`src/rtl/mbb_pkg.sv`:
```
package mbb_pkg;

    typedef enum logic { BUS_MUX = 1'b0, BUS_SEP = 1'b1 } bus_mode_t;
    typedef enum logic { STB_DIRDS = 1'b0, STB_RDWR = 1'b1 } strobe_t;
    typedef enum logic { CAP_ABIT = 1'b0, CAP_ALE = 1'b1 } capture_t;

    typedef struct packed {
        bus_mode_t bus;
        strobe_t   stb;
        capture_t  cap;
    } cfg_t;

    // Read qualifier from the two strobe pins under a given convention
    function automatic logic rd_req(strobe_t s, logic p_a, logic p_b);
        return (s == STB_RDWR) ? !p_a : (p_a && !p_b);
    endfunction

    // Write qualifier from the two strobe pins under a given convention
    function automatic logic wr_req(strobe_t s, logic p_a, logic p_b);
        return (s == STB_RDWR) ? !p_b : (!p_a && !p_b);
    endfunction

endpackage

```
`src/rtl/mbb_straps.sv`:
```
module mbb_straps
    import mbb_pkg::*;
(
    input  logic clk,
    input  logic rst,
    input  logic strap_sep,
    input  logic strap_split,
    input  logic strap_ale,
    output cfg_t cfg
);

    always_ff @(posedge clk) begin
        if (rst) begin
            cfg <= '{bus: strap_sep   ? BUS_SEP  : BUS_MUX,
                     stb: strap_split ? STB_RDWR : STB_DIRDS,
                     cap: strap_ale   ? CAP_ALE  : CAP_ABIT};
        end
    end

    // configuration frozen once reset has been released
    a_r1_cfg_held: assert property (@(posedge clk) disable iff (rst)
        !$past(rst) |-> $stable(cfg));

endmodule

```
`src/rtl/mbb_sync.sv`:
```
module mbb_sync #(
    parameter int             W       = 8,
    parameter int             STAGES  = 2,
    parameter logic [W-1:0]   RST_VAL = '0
) (
    input  logic         clk,
    input  logic         rst,
    input  logic [W-1:0] d,
    output logic [W-1:0] q
);

    logic [W-1:0] st [STAGES];

    generate
        for (genvar i = 0; i < STAGES; i++) begin : g_stage
            always_ff @(posedge clk) begin
                if (rst) st[i] <= RST_VAL;
                else     st[i] <= (i == 0) ? d : st[(i == 0) ? 0 : i - 1];
            end
        end
    endgenerate

    assign q = st[STAGES-1];

endmodule

```
`src/rtl/mbb_edge.sv`:
```
module mbb_edge
    import mbb_pkg::*;
(
    input  logic    clk,
    input  logic    rst,
    input  strobe_t stb,
    input  logic    cs_n_s,
    input  logic    pa_s,
    input  logic    pb_s,
    output logic    rd_act,
    output logic    wr_act,
    output logic    rd_start,
    output logic    wr_commit
);

    logic rd_prev;
    logic wr_prev;

    assign rd_act    = !cs_n_s && rd_req(stb, pa_s, pb_s);
    assign wr_act    = !cs_n_s && wr_req(stb, pa_s, pb_s);
    assign rd_start  = rd_act && !rd_prev;
    assign wr_commit = wr_prev && !wr_act;

    always_ff @(posedge clk) begin
        if (rst) begin
            rd_prev <= 1'b0;
            wr_prev <= 1'b0;
        end else begin
            rd_prev <= rd_act;
            wr_prev <= wr_act;
        end
    end

endmodule

```
`src/rtl/mcu_bus_bridge.sv`:
```
module mcu_bus_bridge
    import mbb_pkg::*;
#(
    parameter int AW = 8,
    parameter int DW = 16
) (
    input  logic          clk,
    input  logic          rst,
    input  logic          strap_sep,
    input  logic          strap_split,
    input  logic          strap_ale,
    input  logic          cs_n,
    input  logic          rd_dir,
    input  logic          wr_ds_n,
    input  logic          addr_qual,
    input  logic [AW-1:0] addr_in,
    input  logic [AW-1:0] ad_in,
    output logic [AW-1:0] ad_out,
    output logic          ad_oe,
    input  logic [DW-1:0] data_in,
    output logic [DW-1:0] data_out,
    output logic          data_oe,
    output logic [AW-1:0] reg_addr,
    output logic [DW-1:0] reg_wdata,
    output logic          reg_we,
    output logic          reg_re,
    input  logic [DW-1:0] reg_rdata
);

    localparam int SW = 4 + 2 * AW + DW;
    localparam logic [SW-1:0] SYNC_RST = {4'b1110, {(2 * AW + DW){1'b0}}};

    cfg_t cfg;

    mbb_straps u_straps (
        .clk         (clk),
        .rst         (rst),
        .strap_sep   (strap_sep),
        .strap_split (strap_split),
        .strap_ale   (strap_ale),
        .cfg         (cfg)
    );

    // All pins travel through the same pipeline so data stays aligned with strobes
    logic [SW-1:0] sync_q;
    logic          s_cs_n, s_pa, s_pb, s_qual;
    logic [AW-1:0] s_ad, s_addr;
    logic [DW-1:0] s_data;

    mbb_sync #(.W(SW), .STAGES(2), .RST_VAL(SYNC_RST)) u_sync (
        .clk (clk),
        .rst (rst),
        .d   ({cs_n, rd_dir, wr_ds_n, addr_qual, ad_in, addr_in, data_in}),
        .q   (sync_q)
    );

    assign {s_cs_n, s_pa, s_pb, s_qual, s_ad, s_addr, s_data} = sync_q;

    logic rd_act, wr_act, rd_start, wr_commit;

    mbb_edge u_edge (
        .clk       (clk),
        .rst       (rst),
        .stb       (cfg.stb),
        .cs_n_s    (s_cs_n),
        .pa_s      (s_pa),
        .pb_s      (s_pb),
        .rd_act    (rd_act),
        .wr_act    (wr_act),
        .rd_start  (rd_start),
        .wr_commit (wr_commit)
    );

    logic is_mux, is_abit;
    assign is_mux  = (cfg.bus == BUS_MUX);
    assign is_abit = is_mux && (cfg.cap == CAP_ABIT);

    // Capture state for the access in progress
    logic [DW-1:0] lat_data;
    logic [AW-1:0] lat_addr;
    logic          lat_qual;
    logic [AW-1:0] ale_addr;
    logic [AW-1:0] ptr;
    logic [DW-1:0] rd_hold;

    always_ff @(posedge clk) begin
        if (rst) begin
            lat_data <= '0;
            lat_addr <= '0;
            lat_qual <= 1'b0;
            ale_addr <= '0;
            ptr      <= '0;
        end else begin
            if (wr_act) begin
                lat_data <= is_mux ? DW'(s_ad) : s_data;
                lat_addr <= s_addr;
                lat_qual <= s_qual;
            end
            if (is_mux && cfg.cap == CAP_ALE && !s_cs_n && s_qual)
                ale_addr <= s_ad;
            if (wr_commit && is_abit && !lat_qual)
                ptr <= lat_data[AW-1:0];
        end
    end

    logic [AW-1:0] wr_target, rd_target, mux_target;
    logic          wr_to_reg, rd_to_reg, ptr_read;

    always_comb begin
        mux_target = (cfg.cap == CAP_ALE) ? ale_addr : ptr;
        wr_target  = is_mux ? mux_target : lat_addr;
        rd_target  = is_mux ? mux_target : s_addr;
        wr_to_reg  = wr_commit && !(is_abit && !lat_qual);
        ptr_read   = rd_start && is_abit && !s_qual;
        rd_to_reg  = rd_start && !ptr_read;
    end

    always_ff @(posedge clk) begin
        if (rst) begin
            reg_we    <= 1'b0;
            reg_re    <= 1'b0;
            reg_addr  <= '0;
            reg_wdata <= '0;
            rd_hold   <= '0;
        end else begin
            reg_we <= wr_to_reg;
            reg_re <= rd_to_reg && !wr_to_reg;
            if (wr_to_reg) begin
                reg_addr  <= wr_target;
                reg_wdata <= lat_data;
            end else if (rd_to_reg) begin
                reg_addr  <= rd_target;
            end
            if (reg_re)
                rd_hold <= is_mux ? DW'(reg_rdata[AW-1:0]) : reg_rdata;
            else if (ptr_read)
                rd_hold <= DW'(ptr);
        end
    end

    // Bus drive: straight from the pins so the bus is released without delay
    logic pin_rd;
    assign pin_rd   = rd_req(cfg.stb, rd_dir, wr_ds_n);
    assign data_oe  = !is_mux && !cs_n && pin_rd;
    assign ad_oe    = is_mux && !cs_n && pin_rd;
    assign data_out = rd_hold;
    assign ad_out   = rd_hold[AW-1:0];

    // write and read requests never collide
    a_r9_we_re_excl: assert property (@(posedge clk) disable iff (rst)
        !(reg_we && reg_re));

    // one strobe gives a single-cycle write pulse
    a_r2_we_single: assert property (@(posedge clk) disable iff (rst)
        reg_we |=> !reg_we);

    // a write only follows a chip-selected access
    a_r5_we_needs_cs: assert property (@(posedge clk) disable iff (rst)
        reg_we |-> !$past(s_cs_n, 2));

    // the wide data bus is never driven in multiplexed mode
    a_r8_mux_no_data_oe: assert property (@(posedge clk) disable iff (rst)
        (cfg.bus == BUS_MUX) |-> !data_oe);

    // the multiplexed bus is never driven in separate mode
    a_r3_sep_no_ad_oe: assert property (@(posedge clk) disable iff (rst)
        (cfg.bus == BUS_SEP) |-> !ad_oe);

endmodule

```
`config.mk`:
```
export PLATFORM = sky130hd
export DESIGN_NAME = mcu_bus_bridge
export DESIGN_NICKNAME = d
export VERILOG_FILES = /design/src/rtl/mbb_pkg.sv /design/src/rtl/mbb_straps.sv /design/src/rtl/mbb_sync.sv /design/src/rtl/mbb_edge.sv /design/src/rtl/mcu_bus_bridge.sv
export SDC_FILE = /design/constraint.sdc
export NUM_CORES = 1
export LEC_CHECK = 0
export ABC_AREA = 1
export BUFFER_PORTS_ARGS = -buffer_cell sky130_fd_sc_hd__clkbuf_2
export CORE_ASPECT_RATIO = 0.7
export CORE_MARGIN = 2
export CORE_UTILIZATION = 30
export DETAILED_ROUTE_END_ITERATION = 8
export GPL_TIMING_DRIVEN = 0
export PLACE_DENSITY_LB_ADDON = 0.08
export SYNTH_ARGS = -nofsm -noshare
export SYNTH_HDL_FRONTEND = slang
export SYNTH_SLANG_ARGS = --single-unit
```
`constraint.sdc`:
```
create_clock -name clk -period 1.5 [get_ports clk]
set_input_delay 0.15 -clock clk [delete_from_list [all_inputs] [get_ports clk]]
set_output_delay 0.15 -clock clk [all_outputs]
set_load 0.1 [all_outputs]
```
==> key figures, run 1 <==
Run status
  • Status: finished with violations
  • Failing checks: setup timing

GRT
  • Grt ovf: 0
  • First-pass GRT wire length: 26150 um
  • Total GRT Usage: 0.1626
  • Initial antenna violation count: 0
  • Vias in the first global route: a little under 5000
  • Pin count of the biggest net entering global routing: 19

STA
  • Slew @ Worst Pin: just under 0.9 ns
  • Max Slew Vio Count: 0
  • Slew Limit Headroom: 0.4031
  • Crit path time final: 1.707 ns
  • Final period utilization: 1.138
  • Final setup margin: -0.2073 ns
  • Maximum clock rate: 585.7 MHz
  • Endpoints failing setup: 50
  • RSZ-0062 raised after global routing: yes
  • Clk_skew: ~0.0075 ns
  • Final-report hold violation count: 0

Critical path
  • WP buf/inv: 3
  • Worst path cell trace: buf_6, buf_12, nor3_4, clkbuf_16
  • Critical path endpoint category: output pin
  • Worst path slowest cell: edfxtp_1
  • Max incr delay on CP: approximately 0.41 ns
  • Crit path from: u_straps.cfg[2]$_DFFE_PP_
  • Critical path startpoint category: flip-flop
  • Worst Path Max Fanout: 3
  • Setup Crit Path Kind: flip-flop to output pin
  • Crit path arrival time: approximately 1.6 ns
  • Cell family with most CP delay: buffers and inverters
  • Crit Reg-Reg Startpoint: u_straps.cfg[2]$_DFFE_PP_
  • Worst EP required: about 1.4 ns

Power and ir drop
  • Max IR drop VDD: ~0.8 mV
  • Pleak: ~3.9 nW
  • Power per cell area: 1143 nW/um2

Drt
  • Drt total wl: roughly 16000 um
  • Antenna viol nets, final: 0
  • Drt wl/cell: approximately 13 um
  • Initial DRC Count: ~260
  • Vias post-DR: 5064
  • Vias per inst: roughly 4.1
  • Detailed Routing Iterations Pass 1: 4
  • Drt drc: 0

Finish
  • Area Growth Syn to Fin: 39.76%
  • Commonest cells after routing, fill and taps aside: 148 x dfxtp_1, 117 x nor2_1, 115 x nand2_1, 109 x inv_1, 103 x clkbuf_2
  • # diodes: 0
  • Register Area: between 3000 and 4000 um2
  • Multi-input gate area: about 2100 um2
  • Leading cell type in the layout, fill and taps excluded: dfxtp_1
  • Fillers: about 2100
  • Final Net Count: 997
  • Design area: roughly 8400 um2
  • Share of cells above drive strength 1: 0.2602
  • Layout Utilization: 0.4246

Clock network
  • Clk_lat worst skew: 0.43 ns
  • H-tree lvl count: 4
  • CTS Sinks: 160
  • CTS max path bufs: 2
  • Worst-path clk slew: approximately 0.06 ns
  • Num CTS Buffers: 17
  • Clock Tree Root: clkbuf_16
  • CTS tree: yes

Synth
  • Netlist cell types: 28
  • Syn avg cell area: between 7 and 8 um2
  • Yosys warnings: 0
  • Seq/Total Area, Yosys: 0.5405
  • Cell area after synthesis: between 5000 and 6000 um2
  • Cells after Synth: 750
  • Mapped Nets: between 800 and 900
  • Seq cells post-synth: 160

Floorplanning
  • Cell Rows: between 40 and 50
  • Die ar.: roughly 21000 um2
  • Area of the core: 19690 um2
  • Boundary Pins: between 100 and 150
  • Die height: 122.1 um
  • Die Wd: 172.8 um
  • Initial Util: 0.3038

Hold path
  • Hold Crit Start: cs_n
  • Hold Crit Class: input pin to flip-flop

Placed design
  • Placed Area: ~7000 um2
  • GPL Wtd Cong: around 0.77
  • HPWL Detailed: roughly 12000 um
  • Port bufs: about 110

Run
  • Max cap viols: 0
[routing by layer]
metal,up-vias,GRT usage,routed length [um]
li1,2700,-,-
met1,2259,0.2293,8576
met2,90,0.2450,6797
met3,15,0.03745,799
met4,0,0.05456,180
met5,-,0,0
[metrics by stage]
| step | worst slack, ns | instances | hold slack, ns | power (mW) | TNS, ns |
|---|---|---|---|---|---|
| 6_report | -0.2073 | 1223 | 0.03056 | 9.555 | -5.508 |
| 5_1_grt | -0.2654 | 1223 | 0.02201 | 9.942 | -9.507 |
| 4_1_cts | -0.2556 | 1216 | 0.004459 | 9.694 | -6.822 |
| 3_5_place_dp | -0.2884 | 1128 | 0.3302 | 5.082 | -9.753 |
| 3_3_place_gp | -0.3138 | 1128 | 0.3302 | 5.081 | -11.11 |
| 2_1_floorplan | -0.2047 | 750 | 0.2489 | 4.871 | -0.3172 |
[final timing paths]
check,slack [ns],depth (start not counted),to
setup / recovery,-0.21,4,ad_oe
hold / removal,0.03,2,u_sync.st[0][35]$_SDFF_PP1_
setup reg to reg,-0.18,9,ptr[6]$_SDFFE_PP0P_
hold reg to reg,0.40,2,u_sync.st[1][12]$_SDFF_PP0_
[kinds of logic (layout without fill, tap and decap cells)]
group,count (synthesis),in the layout,share of synthesized area
simple gates,328,329,0.2468
buf+inv,161,363,0.1207
flops,160,160,0.5405
compound gates,101,101,0.09203
[flip-flops by register name, indices dropped and copies added (netlist names)]
name            cells
ale_addr            8
data_out           16
lat_addr            8
lat_data           16
lat_qual            1
ptr                 8
reg_addr            8
reg_re              1
reg_wdata          16
reg_we              1
u_edge.rd_prev      1
u_edge.wr_prev      1
u_straps.cfg        3
u_sync.st          72
[final cells by class]
class                   instances  share of cell area
well taps                     270             0.04041
clock inverters                12             0.01751
multi-input cells             430              0.2547
clock buffers                  20             0.05462
flip-flops and latches        160              0.3884
plain buffers                  45             0.04026
inverters                     115             0.05313
repair buffers                171              0.1510
[power breakdown]
group	switching, mW	internal [mW]	total (mW)
Combinational	0.417	0.291	0.708
Clock	1.85	2.58	4.43
Sequential	0.0449	4.37	4.41
Total	2.31	7.24	9.56
[cell usage after synthesis]
cell	count	area share
dfxtp_1	157	0.53
a21oi_1	32	0.027
nand2_1	117	0.073
o21ai_0	49	0.041
nand3_4	3	0.0088
o21ai_2	2	0.0029
nand2_2	3	0.0031
nor2_2	6	0.0063
nand2_4	3	0.0056
buf_1	5	0.0031
clkbuf_1	11	0.0069
nor2_8	2	0.0067
nand3_2	5	0.0084
inv_2	4	0.0025
buf_2	12	0.010
or2_2	5	0.0052
edfxtp_1	3	0.015
nor3_1	3	0.0025
nor2_1	119	0.075
buf_4	10	0.013
buf_6	8	0.015
inv_1	110	0.069
inv_6	1	0.0015
o31ai_1	8	0.010
a21oi_2	2	0.0029
nand3_1	61	0.051
nand4_1	1	0.0010
a31oi_1	8	0.0084
[repair_timing]
action,CTS,global route
hold buffers,46,0
setup endpoints to repair,43,71
gates cloned,4,2
setup buffers,7,5
endpoints found under the hold margin,46,0
resized for setup,35,29
pin swaps,4,2
Power figures use the tool's default switching activity.
==> run 2: changes to the inputs <==
--- a/config.mk
+++ b/config.mk
@@ -12,7 +12,9 @@
 export CORE_UTILIZATION = 30
 export DETAILED_ROUTE_END_ITERATION = 8
 export GPL_TIMING_DRIVEN = 0
+export MAX_ROUTING_LAYER = met4
 export PLACE_DENSITY_LB_ADDON = 0.08
+export SETUP_SLACK_MARGIN = 0.05
 export SYNTH_ARGS = -nofsm -noshare
 export SYNTH_HDL_FRONTEND = slang
 export SYNTH_SLANG_ARGS = --single-unit
==> run 2 against run 1 <==
The run still ends with setup timing left; combinational power grew 3.5%; wire length rose by 2.6%; die area stayed put; core utilization up 1.6 points; critical path type unchanged; largest cell class unchanged; largest power group unchanged.
==> key figures, run 2 (synthesis results as in run 1) <==
Floorplanning
  • Die Wd: 172.8 um (unchanged)
  • Area of the core: 19690 um2 (unchanged)
  • Initial Util: 0.3038 (unchanged)
  • Die ar.: 21100 um2 (unchanged)
  • Boundary Pins: 109 (unchanged)
  • Die height: 122.1 um (unchanged)
  • Cell Rows: 43 (unchanged)

STA
  • Final setup margin: -0.2061 ns (+0.001192 ns)
  • Slew @ Worst Pin: 0.9010 ns (+0.005630 ns)
  • Crit path time final: 1.706 ns (-0.001192 ns)
  • Endpoints failing setup: 55 (+10%)
  • Max Slew Vio Count: 0 (unchanged)
  • Hold Slack: 0.02881 ns (-0.001750 ns)
  • Final-report hold violation count: 0 (unchanged)
  • Setup TNS: -4.762 ns (+0.7460 ns)
  • Final period utilization: 1.137 (about the same)
  • Clk_skew: 0.007345 ns (-0.0001475 ns)
  • Slew Limit Headroom: 0.3993 (-0.003753)
  • Maximum clock rate: 586.1 MHz (about the same)
  • RSZ-0062 raised after global routing: yes

Run status
  • Failing checks: setup timing
  • Status: finished with violations

Drt
  • Drt total wl: 16780 um (+2.6%)
  • Vias per inst: 4.179 (+0.92%)
  • Drt wl/cell: 13.62 um (+1.8%)
  • Detailed Routing Iterations Pass 1: 4 (unchanged)
  • Drt drc: 0 (unchanged)
  • Initial DRC Count: 233 (-11%)
  • Vias post-DR: 5148 (+1.7%)
  • Antenna viol nets, final: 0 (unchanged)

Clock network
  • Worst-path clk slew: 0.06 ns (about the same)
  • Clock Tree Root: clkbuf_16
  • CTS Sinks: 160 (unchanged)
  • H-tree lvl count: 4 (unchanged)
  • CTS tree: yes
  • Clk_lat worst skew: 0.43 ns (about the same)
  • CTS max path bufs: 2 (unchanged)
  • Num CTS Buffers: 17 (unchanged)

Finish
  • Final Net Count: 1006 (+0.90%)
  • Share of cells above drive strength 1: 0.2994 (+0.03915)
  • Final non-filler cell total: 1232 (+0.74%)
  • Fillers: 2067 (-0.96%)
  • # diodes: 0 (unchanged)
  • Max FFs per register: 72 (unchanged)
  • Leading cell type in the layout, fill and taps excluded: dfxtp_1
  • Biggest register: u_sync.st
  • Area Growth Syn to Fin: 45.10%
  • Commonest cells after routing, fill and taps aside: 148 x dfxtp_1, 114 x nand2_1, 109 x nor2_1, 108 x inv_1, 95 x clkbuf_2

Power and ir drop
  • Max IR drop VDD: 0.7984 mV (about the same)
  • Power per cell area: 1104 nW/um2 (-3.4%)
  • Pleak: 3.924 nW (+1.7%)

Critical path
  • Crit Reg-Reg Startpoint: u_straps.cfg[2]$_DFFE_PP_
  • Max incr delay on CP: 0.40 ns (about the same)
  • WP buf/inv: 3 (unchanged)
  • Setup Crit Path Kind: flip-flop to output pin
  • Crit path from: u_straps.cfg[2]$_DFFE_PP_
  • Critical path startpoint category: flip-flop
  • Cell family with most CP delay: buffers and inverters
  • Worst path cell trace: buf_6, buf_12, nor3_4, clkbuf_16
  • Critical path endpoint category: output pin
  • Crit path arrival time: 1.56 ns (about the same)
  • Worst Path Max Fanout: 3 (unchanged)
  • Worst path slowest cell: edfxtp_1
  • Worst EP required: 1.35 ns (about the same)

GRT
  • First-pass GRT wire length: 26340 um (+0.71%)
  • Initial antenna violation count: 0 (unchanged)
  • Grt ovf: 0 (unchanged)
  • Vias in the first global route: 4861 (+0.062%)
  • Pin count of the biggest net entering global routing: 19 (unchanged)
  • Total GRT Usage: 0.1696 (+0.007023)

Placed design
  • GPL Wtd Cong: 0.7851 (+1.4%)
  • HPWL Detailed: 11590 um (unchanged)
  • Port bufs: 108 (unchanged)
  • Placed Cells: 1128 (unchanged)
  • DP Worst Slack: -0.2884 ns (unchanged)

Hold path
  • Hold Crit Start: cs_n
  • Hold Crit Class: input pin to flip-flop

Run
  • Max cap viols: 0 (unchanged)
[run 2: cell types whose count changed in the layout (fill, tap and decap cells not counted), sizes merged]
cell,previous run,this run
buf,52,61
clkbuf,138,136
nand2,123,124
nor2,127,128
[run 2: final timing paths]
check                                endpoint  slack, ns  cells after the start
setup / recovery                        ad_oe      -0.21                      4
hold / removal    u_sync.st[0][35]$_SDFF_PP1_       0.03                      2
setup reg to reg     data_out[8]$_SDFFE_PP0P_      -0.17                      9
hold reg to reg   u_sync.st[1][12]$_SDFF_PP0_       0.40                      2
[run 2: per-layer routing]
metal | routed length, um | global-route usage | vias to the layer above
li1 | - | - | 2730
met1 | 9018 | 0.2337 | 2331
met2 | 7069 | 0.2452 | 78
met3 | 572 | 0.04213 | 9
met4 | 114 | 0.04979 | 0
met5 | 0 | - | -
[run 2: per-stage QoR]
stage          utilization  power [mW]  cell area [um2]
3_3_place_gp        0.3513       5.081             6917
6_report            0.4408       9.582             8680
3_5_place_dp        0.3513       5.082             6917
4_1_cts             0.4235       9.702             8339
2_1_floorplan            -       4.871             6038
5_1_grt             0.4408       9.985             8680
[run 2: final cells by class]
| type | count | area, um2 | share of cell area |
|---|---|---|---|
| well taps | 270 | 337.8 | 0.03892 |
| clock inverters | 12 | 146.4 | 0.01687 |
| repair buffers | 179 | 1393 | 0.1604 |
| multi-input cells | 432 | 2285 | 0.2632 |
| plain buffers | 44 | 357.8 | 0.04123 |
| clock buffers | 20 | 456.7 | 0.05262 |
| flip-flops and latches | 160 | 3247 | 0.3741 |
| inverters | 115 | 456.7 | 0.05262 |
[run 2: what timing repair did]
action / CTS / global route
hold buffers: 46 / 0
gates resized for setup: 47 / 87
endpoints found under the hold margin: 46 / 0
pin swaps: 4 / 12
setup buffers: 10 / 9
setup endpoints to repair: 68 / 81
gates cloned: 6 / 3
[run 2: power breakdown]
group | switching, mW | internal [mW] | total (mW)
Sequential | 0.0464 | 4.37 | 4.42
Clock | 1.85 | 2.58 | 4.43
Combinational | 0.432 | 0.302 | 0.733
==> run 3: changes to the inputs <==
--- a/config.mk
+++ b/config.mk
@@ -8,7 +8,6 @@
 export ABC_AREA = 1
 export BUFFER_PORTS_ARGS = -buffer_cell sky130_fd_sc_hd__clkbuf_2
 export CORE_ASPECT_RATIO = 0.7
-export CORE_MARGIN = 2
 export CORE_UTILIZATION = 30
 export DETAILED_ROUTE_END_ITERATION = 8
 export GPL_TIMING_DRIVEN = 0
==> run 3 against run 2 <==
The flow still finishes with violations (setup timing); combinational power grew 4.1%; first-iteration DRC count shrank 8.2%; global-route usage grew 0.075 points; largest cell class unchanged; largest power group is now sequential cells.
==> key figures, run 3 (synthesis results as in run 1) <==
Placed design
  • Port bufs: 108 (unchanged)
  • GPL Wtd Cong: 0.7698 (-1.9%)
  • HPWL Detailed: 11500 um (-0.82%)

Power and ir drop
  • Power per cell area: 1074 nW/um2 (-2.7%)
  • Max IR drop VDD: 0.7417 mV (-7.1%)
  • Pleak: 3.929 nW (+0.12%)
  • Tot Pwr: 9.348 mW (-2.4%)

Finish
  • Max FFs per register: 72 (unchanged)
  • Final Net Count: 1011 (+0.50%)
  • Area Growth Syn to Fin: 45.47%
  • Fillers: 2025 (-2.0%)
  • Leading cell type in the layout, fill and taps excluded: dfxtp_1
  • Share of cells above drive strength 1: 0.2999 (+0.0005203)
  • # diodes: 0 (unchanged)
  • Commonest cells after routing, fill and taps aside: 148 x dfxtp_1, 114 x nor2_1, 110 x nand2_1, 107 x inv_1, 98 x clkbuf_2
  • Biggest register: u_sync.st
  • Layout Utilization: 0.4524 (+0.01167)

Critical path
  • Cell family with most CP delay: buffers and inverters
  • Worst Path Max Fanout: 4 (+1)
  • Worst path slowest cell: edfxtp_1
  • Worst path cell trace: buf_6, buf_12, nor3_4, clkbuf_16
  • Critical path endpoint category: output pin
  • Worst EP required: 1.35 ns (about the same)
  • Crit path arrival time: 1.51 ns (-0.05 ns)
  • WP buf/inv: 3 (unchanged)
  • Setup Crit Path Kind: flip-flop to output pin
  • Max incr delay on CP: 0.38 ns (-0.02 ns)
  • Critical path startpoint category: flip-flop

Drt
  • Drt wl/cell: 13.82 um (+1.5%)
  • Antenna viol nets, final: 0 (unchanged)
  • Drt total wl: 17010 um (+1.4%)
  • Vias post-DR: 5179 (+0.60%)
  • Drt drc: 0 (unchanged)
  • Detailed Routing Iterations Pass 1: 4 (unchanged)
  • Vias per inst: 4.207 (+0.68%)
  • Initial DRC Count: 214 (-8.2%)

Clock network
  • CTS tree: yes
  • Num CTS Buffers: 17 (unchanged)
  • Clk_lat worst skew: 0.43 ns (about the same)
  • H-tree lvl count: 4 (unchanged)
  • Clock Tree Root: clkbuf_16
  • CTS Sinks: 160 (unchanged)
  • CTS max path bufs: 2 (unchanged)
  • Worst-path clk slew: 0.07 ns (about the same)

STA
  • Endpoints failing setup: 44 (-20%)
  • Final setup margin: -0.1576 ns (+0.04853 ns)
  • Slew Limit Headroom: 0.3788 (-0.02055)
  • Final period utilization: 1.105 (-0.03235)
  • Crit path time final: 1.658 ns (-0.04853 ns)
  • Final-report hold violation count: 0 (unchanged)
  • Hold Slack: 0.03835 ns (+0.009532 ns)
  • Slew @ Worst Pin: 0.9319 ns (+0.03082 ns)
  • RSZ-0062 raised after global routing: yes
  • Clk_skew: 0.02051 ns (+0.01317 ns)
  • Max Slew Vio Count: 0 (unchanged)
  • Maximum clock rate: 603.3 MHz (+2.9%)
  • Setup TNS: -3.716 ns (+1.046 ns)

Run status
  • Status: finished with violations
  • Failing checks: setup timing

GRT
  • Pin count of the biggest net entering global routing: 19 (unchanged)
  • Initial antenna violation count: 0 (unchanged)
  • Vias in the first global route: 4704 (-3.2%)
  • Grt ovf: 0 (unchanged)
  • Total GRT Usage: 0.1703 (+0.0007477)
  • First-pass GRT wire length: 25280 um (-4.0%)

Hold path
  • Hold Crit Class: input pin to flip-flop

Floorplanning
  • Cell Rows: 42 (-2.3%)
  • Initial Util: 0.3110 (+0.007233)
  • Boundary Pins: 109 (unchanged)
  • Area of the core: 19230 um2 (-2.3%)
  • Die ar.: 20520 um2 (-2.8%)
  • Die height: 120.1 um (-1.6%)
  • Die Wd: 170.8 um (-1.2%)

Run
  • Max cap viols: 0 (unchanged)
==> run 3: changes by cell type in the layout (fill, tap and decap cells not counted), sizes merged <==
cell,delta
buf,-2
bufinv,-1
clkbuf,+9
clkinv,+1
clkinvlp,+1
inv,-3
==> run 3: layout make-up <==
class / instances / area [um2] / share of cell area
flip-flops and latches: 160 / 3247 / 0.3731
multi-input cells: 432 / 2297 / 0.2640
repair buffers: 183 / 1453 / 0.1669
clock buffers: 22 / 464.2 / 0.05334
inverters: 115 / 451.7 / 0.05191
plain buffers: 45 / 357.8 / 0.04112
well taps: 264 / 330.3 / 0.03796
clock inverters: 10 / 101.3 / 0.01165
==> run 3: power breakdown <==
| group | internal, mW | switching [mW] | leakage (nW) | total (mW) |
|---|---|---|---|---|
| Combinational | 0.325 | 0.438 | 2.34 | 0.763 |
| Clock | 2.39 | 1.78 | 0.276 | 4.17 |
| Sequential | 4.37 | 0.0455 | 1.32 | 4.42 |
| Total | 7.09 | 2.26 | 3.93 | 9.35 |
==> run 3: stage by stage <==
| stage | setup WS, ns | std cells | area [um2] |
|---|---|---|---|
| after detailed placement | -0.2479 | 1122 | 6909 |
| after floorplan | -0.2047 | 750 | 6038 |
| after global routing | -0.2316 | 1231 | 8702 |
| after global placement | -0.2828 | 1122 | 6909 |
| after CTS | -0.2011 | 1214 | 8253 |
| final | -0.1576 | 1231 | 8702 |
==> run 3: metal layers <==
metal / track usage / vias to the layer above / share of wire
met5: - / - / 0
met2: 0.2347 / 88 / 0.42
met3: 0.03298 / 5 / 0.038
li1: - / 2739 / -
met1: 0.2441 / 2347 / 0.53
met4: 0.06081 / 0 / 0.0045
==> run 3: what timing repair did <==
action                     in CTS  in global routing
hold endpoints to repair       46                  0
gates cloned                    2                  8
pin swaps                      15                 16
setup endpoints to repair      65                 77
setup buffers                  13                  9
hold buffers                   46                  0
resized for setup              53                 69
==> run 3: final timing paths <==
check	cells after the start	end	startpoint	slack (ns)
worst max register to register	9	ptr[6]$_SDFFE_PP0P_	u_straps.cfg[2]$_DFFE_PP_	-0.14
worst min-delay path	1	u_straps.cfg[0]$_DFFE_PP_	rst	0.04
worst min register to register	2	u_sync.st[1][11]$_SDFF_PP0_	u_sync.st[0][11]$_SDFF_PP0_	0.40
worst max-delay path	4	ad_oe	u_straps.cfg[2]$_DFFE_PP_	-0.16
